==> src/rtl/dbgpio_pkg.sv <==
package dbgpio_pkg;
  localparam int ADDR_W     = 6;
  localparam int DATA_W     = 8;
  localparam int SET_W      = 3;
  localparam int BYTE_SEL_W = 2;
  localparam int MAX_BANK_PINS = DATA_W * (1 << BYTE_SEL_W);

  typedef enum logic [SET_W-1:0] {
    SET_ENABLE = 3'd0,
    SET_DIR    = 3'd1,
    SET_LEVEL  = 3'd2
  } reg_set_e;

  function automatic logic bank_of(input logic [ADDR_W-1:0] a);
    return a[ADDR_W-1];
  endfunction

  function automatic logic [SET_W-1:0] set_of(input logic [ADDR_W-1:0] a);
    return a[BYTE_SEL_W +: SET_W];
  endfunction

  function automatic logic [BYTE_SEL_W-1:0] byte_of(input logic [ADDR_W-1:0] a);
    return a[BYTE_SEL_W-1:0];
  endfunction

  function automatic int pin_byte(input int idx);
    return idx / DATA_W;
  endfunction

  function automatic int pin_bit(input int idx);
    return idx % DATA_W;
  endfunction
endpackage

==> src/rtl/gpio_sync2.sv <==
module gpio_sync2 #(
  parameter int W = 8
) (
  input  logic         clk,
  input  logic         rst_n,
  input  logic [W-1:0] d,
  output logic [W-1:0] q
);
  logic [W-1:0] meta_q;

  always_ff @(posedge clk or negedge rst_n) begin
    if (!rst_n) begin
      meta_q <= '0;
      q      <= '0;
    end else begin
      meta_q <= d;
      q      <= meta_q;
    end
  end
endmodule

==> src/rtl/gpio_bank.sv <==
module gpio_bank
  import dbgpio_pkg::*;
#(
  parameter int PINS     = 10,
  parameter int RESET_ON = 7
) (
  input  logic                  clk,
  input  logic                  rst_n,
  input  logic                  wr,
  input  logic [SET_W-1:0]      set_sel,
  input  logic [BYTE_SEL_W-1:0] byte_sel,
  input  logic [DATA_W-1:0]     wdata,
  input  logic [PINS-1:0]       pad_in,
  output logic [PINS-1:0]       pad_out,
  output logic [PINS-1:0]       pad_oe,
  output logic [DATA_W-1:0]     rdata
);
  logic [PINS-1:0] en_q, dir_q, lvl_q, pad_s;
  logic [PINS-1:0] byte_hit;
  logic [PINS-1:0] lvl_view;
  logic            wr_en_set, wr_dir_set, wr_lvl_set;
  logic [PINS-1:0] lvl_wr_blocked;
  logic [PINS-1:0] lvl_wr_taken;

  gpio_sync2 #(.W(PINS)) u_sync (
    .clk  (clk),
    .rst_n(rst_n),
    .d    (pad_in),
    .q    (pad_s)
  );

  assign wr_en_set  = wr && (set_sel == SET_ENABLE);
  assign wr_dir_set = wr && (set_sel == SET_DIR);
  assign wr_lvl_set = wr && (set_sel == SET_LEVEL);

  always_comb begin
    for (int i = 0; i < PINS; i++) begin
      byte_hit[i] = (pin_byte(i) == int'(byte_sel));
    end
  end

  assign lvl_wr_blocked = {PINS{wr_lvl_set}} & byte_hit & dir_q;
  assign lvl_wr_taken   = {PINS{wr_lvl_set}} & byte_hit & ~dir_q;

  always_ff @(posedge clk or negedge rst_n) begin
    if (!rst_n) begin
      for (int i = 0; i < PINS; i++) begin
        en_q[i] <= (i < RESET_ON);
      end
      dir_q <= '1;
      lvl_q <= '0;
    end else begin
      for (int i = 0; i < PINS; i++) begin
        if (wr_en_set && byte_hit[i])  en_q[i]  <= wdata[pin_bit(i)];
        if (wr_dir_set && byte_hit[i]) dir_q[i] <= wdata[pin_bit(i)];
        if (lvl_wr_taken[i])           lvl_q[i] <= wdata[pin_bit(i)];
      end
    end
  end

  assign pad_oe   = en_q & ~dir_q;
  assign pad_out  = lvl_q;
  assign lvl_view = en_q & ((dir_q & pad_s) | (~dir_q & lvl_q));

  always_comb begin
    rdata = '0;
    for (int i = 0; i < PINS; i++) begin
      if (byte_hit[i]) begin
        case (set_sel)
          SET_ENABLE: rdata[pin_bit(i)] = en_q[i];
          SET_DIR:    rdata[pin_bit(i)] = dir_q[i];
          SET_LEVEL:  rdata[pin_bit(i)] = lvl_view[i];
          default:    rdata[pin_bit(i)] = 1'b0;
        endcase
      end
    end
  end

  for (genvar g = 0; g < PINS; g++) begin : g_chk
    // a level write to an input pin leaves the stored level untouched
    p_lvl_blocked_r5: assert property (@(posedge clk) disable iff (!rst_n)
      lvl_wr_blocked[g] |=> $stable(lvl_q[g]));
    // a level write to an output pin lands and is what the pad drives
    p_lvl_taken_r6: assert property (@(posedge clk) disable iff (!rst_n)
      lvl_wr_taken[g] |=> (pad_out[g] == $past(wdata[pin_bit(g)])));
    // enable bit holds the written value
    p_en_write_r3: assert property (@(posedge clk) disable iff (!rst_n)
      (wr_en_set && byte_hit[g]) |=> (en_q[g] == $past(wdata[pin_bit(g)])));
    // direction bit holds the written value
    p_dir_write_r3: assert property (@(posedge clk) disable iff (!rst_n)
      (wr_dir_set && byte_hit[g]) |=> (dir_q[g] == $past(wdata[pin_bit(g)])));
  end
endmodule

==> src/rtl/dualbank_gpio_ctrl.sv <==
module dualbank_gpio_ctrl
  import dbgpio_pkg::*;
#(
  parameter int CORE_PINS          = 10,
  parameter int RESUME_PINS        = 4,
  parameter int CORE_ON_AT_RESET   = 7,
  parameter int RESUME_ON_AT_RESET = 3,
  localparam int TOTAL_PINS        = CORE_PINS + RESUME_PINS
) (
  input  logic                  clk,
  input  logic                  core_rst_n,
  input  logic                  resume_rst_n,
  input  logic [ADDR_W-1:0]     bus_addr,
  input  logic                  bus_wr,
  input  logic [DATA_W-1:0]     bus_wdata,
  input  logic                  bus_rd,
  output logic [DATA_W-1:0]     bus_rdata,
  input  logic [TOTAL_PINS-1:0] pad_in,
  output logic [TOTAL_PINS-1:0] pad_out,
  output logic [TOTAL_PINS-1:0] pad_oe
);
  logic                  hit_resume;
  logic                  core_wr, resume_wr;
  logic [SET_W-1:0]      set_sel;
  logic [BYTE_SEL_W-1:0] byte_sel;
  logic [DATA_W-1:0]     core_rdata, resume_rdata;
  logic                  set_invalid;

  assign hit_resume  = bank_of(bus_addr);
  assign set_sel     = set_of(bus_addr);
  assign byte_sel    = byte_of(bus_addr);
  assign core_wr     = bus_wr && !hit_resume;
  assign resume_wr   = bus_wr && hit_resume;
  assign set_invalid = (set_sel > SET_LEVEL);

  gpio_bank #(.PINS(CORE_PINS), .RESET_ON(CORE_ON_AT_RESET)) u_core (
    .clk     (clk),
    .rst_n   (core_rst_n),
    .wr      (core_wr),
    .set_sel (set_sel),
    .byte_sel(byte_sel),
    .wdata   (bus_wdata),
    .pad_in  (pad_in[CORE_PINS-1:0]),
    .pad_out (pad_out[CORE_PINS-1:0]),
    .pad_oe  (pad_oe[CORE_PINS-1:0]),
    .rdata   (core_rdata)
  );

  gpio_bank #(.PINS(RESUME_PINS), .RESET_ON(RESUME_ON_AT_RESET)) u_resume (
    .clk     (clk),
    .rst_n   (resume_rst_n),
    .wr      (resume_wr),
    .set_sel (set_sel),
    .byte_sel(byte_sel),
    .wdata   (bus_wdata),
    .pad_in  (pad_in[TOTAL_PINS-1:CORE_PINS]),
    .pad_out (pad_out[TOTAL_PINS-1:CORE_PINS]),
    .pad_oe  (pad_oe[TOTAL_PINS-1:CORE_PINS]),
    .rdata   (resume_rdata)
  );

  always_comb begin
    if (!bus_rd)         bus_rdata = '0;
    else if (hit_resume) bus_rdata = resume_rdata;
    else                 bus_rdata = core_rdata;
  end

  // undecoded register sets read as zero
  p_invalid_set_zero_r9: assert property (@(posedge clk) disable iff (!core_rst_n || !resume_rst_n)
    (bus_rd && set_invalid) |-> (bus_rdata == '0));
  // a core-bank write never disturbs the resume pads
  p_core_wr_isolated_r10: assert property (@(posedge clk) disable iff (!core_rst_n || !resume_rst_n)
    core_wr |=> ($stable(pad_oe[TOTAL_PINS-1:CORE_PINS]) && $stable(pad_out[TOTAL_PINS-1:CORE_PINS])));
endmodule

==> config.mk <==
export PLATFORM = sky130hd
export DESIGN_NAME = dualbank_gpio_ctrl
export DESIGN_NICKNAME = d
export VERILOG_FILES = /design/src/rtl/dbgpio_pkg.sv /design/src/rtl/gpio_sync2.sv /design/src/rtl/gpio_bank.sv /design/src/rtl/dualbank_gpio_ctrl.sv
export SDC_FILE = /design/constraint.sdc
export NUM_CORES = 1
export LEC_CHECK = 0
export BUFFER_PORTS_ARGS = -buffer_cell sky130_fd_sc_hd__buf_2
export CAP_MARGIN = 20
export CORE_MARGIN = 1
export CORE_UTILIZATION = 50
export CTS_BUF_LIST = sky130_fd_sc_hd__clkbuf_4 sky130_fd_sc_hd__clkbuf_8 sky130_fd_sc_hd__clkbuf_16
export DETAILED_ROUTE_END_ITERATION = 8
export HOLD_SLACK_MARGIN = 0.03
export PLACE_DENSITY = 0.75
export RECOVER_POWER = 50
export SETUP_SLACK_MARGIN = 0.15
export SYNTH_ARGS = -nofsm -noshare
export SYNTH_HDL_FRONTEND = slang
export SYNTH_SLANG_ARGS = --single-unit
==> constraint.sdc <==
create_clock -name clk -period 3.56 [get_ports clk]
set_input_delay 0.534 -clock clk [delete_from_list [all_inputs] [get_ports clk]]
set_output_delay 0.534 -clock clk [all_outputs]
set_load 0.01 [all_outputs]
==> impl_metrics.env <==
export IMPL_setup_violations=0
export IMPL_ys_ff_latch=70
export IMPL_wl_per_cell_um=16.0
export IMPL_ys_warnings_count=0
export IMPL_cpMaxStageDelayCell="and2b_1"
export IMPL_syn_inst=234
export IMPL_critical_path_max_fanout=20
export IMPL_nets=343
export IMPL_finalCritPeriodShare=0.780
export IMPL_finalWeightedCongestion=0.806
export IMPL_ys_top_cells_by_count="46 x dfrtp_1, 42 x mux2_2, 24 x dfstp_2"
export IMPL_crit_buf_inv=2
export IMPL_clock_fmax_mhz=360
export IMPL_synth_edf_count=0
export IMPL_crit_family="simple AND/OR/NAND/NOR gates"
export IMPL_timing_slew_headroom=-0.227
export IMPL_crit_path_end_kind="output port"
export IMPL_drt_pass1_iter_count=4
export IMPL_synth_seq_area_share=0.592
export IMPL_drc=0
export IMPL_syn_nets=267
export IMPL_worstPathArrival_ns=2.24
export IMPL_violations="capacitance limit, slew limit"
export IMPL_rsz0062_at_grt="false"
export IMPL_grt_pass1_vias=2084
export IMPL_grt_first_pass_wirelength_mm=10.1
export IMPL_cellLeakagePower_nw=1.75
export IMPL_worstSetupStartpointType="input pin"
export IMPL_dpl_cell_count=369
export IMPL_avgSynthCellArea_um2=12.9
export IMPL_grt_overflow_total=0
export IMPL_clockRootBuffer="clkbuf_8"
export IMPL_grt_usage=0.222
export IMPL_die_w_um=79.6
export IMPL_clockBufferDepth=2
export IMPL_n_antenna_cell=0
export IMPL_fin_worst_skew_ns=0.00352
export IMPL_portBuffers=68
export IMPL_cts_tree="yes"
export IMPL_stdcell_count=387
export IMPL_syn2layout_area_growth_pct=21.6
export IMPL_std_cell_rows=27
export IMPL_ir_drop_mv=0.321
export IMPL_setup_tns_ns=0
export IMPL_yosys_top_cells_area="dfrtp_1 38%, dfstp_2 21%, mux2_2 16%"
export IMPL_start_util=0.534
export IMPL_antenna_found_initial=0
export IMPL_hold_viol_final=0
export IMPL_tightest_slew_ns=1.84
export IMPL_fp_dieArea_um2=6340
export IMPL_clkSinkCount=70
export IMPL_status="complete, but fails checks"
export IMPL_synthArstFlopShare=1.00
export IMPL_drt_iter0_drc=89
export IMPL_post_route_min_period_ns=2.78
export IMPL_slowest_delay_ns=0.44
export IMPL_core_area_um2=5640
export IMPL_ant_nets=0
export IMPL_synth_top_cell_by_area="dfrtp_1"
export IMPL_ys_types=32
export IMPL_netlist_area_um2=3010
export IMPL_cts_max_level=3
export IMPL_routed_wl_mm=6.19
export IMPL_grt_max_degree=51
export IMPL_maxCapViolCount=1
export IMPL_powerDensity_nw_per_um2=526
export IMPL_hold_class="input pin to flop"
export IMPL_vias_per_cell=5.42
export IMPL_vias=2096
export IMPL_critPathRequiredTime_ns=3.03
export IMPL_cts_buffers=9
export IMPL_crit_chain="buf_2 > and2b_1 > and2b_1 > a21oi_1 > a221oi_1 > buf_2"
export IMPL_clk_pin_slew_ns=0.08
export IMPL_io_pins=69
export IMPL_drive_above_1_share=0.492
export IMPL_clk_latency_ns=0.35
export IMPL_finalMaxSlewViolations=44
export IMPL_hpwl_mm=4.21
export IMPL_yosysMostFrequentCell="dfrtp_1"
export IMPL_yosys_area_top_type_share=0.382
export IMPL_ys_flop_type="dfrtp_1"
export IMPL_critPathKind="input pin to output port"
export IMPL_fp_dieH_um=79.6
state kept, by name (all words and copies together), names as in the netlist:
name / flops
u_core.pad_out: 10
u_core.u_sync.meta_q: 10
u_core.dir_q: 10
u_resume.pad_out: 4
u_core.u_sync.q: 10
u_core.en_q: 10
u_resume.u_sync.meta_q: 4
u_resume.dir_q: 4
u_resume.u_sync.q: 4
u_resume.en_q: 4
area by class of cell:
| class | instances | area (um^2) |
|---|---|---|
| fillers | 476 | 1980 |
| inverters | 5 | 18.8 |
| flip-flops and latches | 70 | 1780 |
| clock inverters | 7 | 97.6 |
| well taps | 72 | 90.1 |
| repair buffers | 71 | 368 |
| clock buffers | 9 | 124 |
| multi-input cells | 153 | 1180 |
repair_timing:
action                    4_1_cts  5_1_grt
hold endpoints to repair        0        6
hold buffers                    0        1
setup buffers                   0        0
resized for setup               0        0
stage by stage:
step | hold slack [ns] | util | power [W] | area, um^2 | setup WS, ns
after global placement | 0.333 | 0.606 | 0.00123 | 3420 | 0.836
after CTS | 0.114 | 0.645 | 0.00195 | 3640 | 0.780
after floorplan | 0.238 | - | 0.00112 | 3010 | 1.42
after global routing | 0.258 | 0.649 | 0.00202 | 3660 | 0.340
after detailed placement | 0.335 | 0.606 | 0.00124 | 3420 | 0.803
final | 0.279 | 0.649 | 0.00193 | 3660 | 0.782
cell usage in the layout, fill, tap and decap left out, drive strengths merged:
cell,count
dfrtp,46
nor3,1
o2bb2ai,1
nand3,8
mux2,42
a21boi,2
o32ai,1
clkinvlp,2
inv,6
dlygate4sd3,1
nor4b,2
clkinv,2
a32oi,5
nand2b,3
o22ai,1
a21o,2
nand2,17
nor2,22
a221oi,4
dfstp,24
buf,67
and3b,1
bufinv,2
o21ai,5
a2111o,1
nor2b,14
a21oi,3
and2b,2
and4bb,2
dlymetal6s4s,1
a211o,2
clkbuf,11
mux2i,11
o31ai,1
final timing paths:
check | end | startpoint | cells after the start | slack, ns
worst min-delay path | u_core.u_sync.meta_q[3] | pad_in[3] | 1 | 0.28
min in group asynchronous | u_resume.pad_out[1] | resume_rst_n | 1 | 0.35
worst min register to register | u_core.u_sync.q[7] | u_core.u_sync.meta_q[7] | 0 | 0.35
max in group asynchronous | u_core.u_sync.q[0] | core_rst_n | 3 | 0.80
worst max register to register | u_resume.pad_out[3] | u_resume.dir_q[3] | 2 | 2.53
worst max-delay path | bus_rdata[2] | bus_addr[3] | 6 | 0.78
per-layer routing:
metal,vias to the layer above,GRT usage,share of wire
met5,-,0,0
met4,0,0.0909,0.017
met3,11,0.0720,0.059
met2,58,0.352,0.49
met1,1040,0.278,0.43
li1,987,-,-
power by group:
| group | switching, W | internal, W |
|---|---|---|
| clock network | 0.000308 | 0.000396 |
| registers | 0.0000638 | 0.000903 |
| logic | 0.000124 | 0.000130 |
logic make-up after synthesis:
| family | share of synthesized area |
|---|---|
| buffers and inverters | 0.0158 |
| AO/OA/AOI/OAI | 0.0694 |
| multiplexers | 0.194 |
| AND/OR/NAND/NOR | 0.129 |
| flip-flops | 0.592 |
No activity file was read; power rests on OpenSTA's default activity.
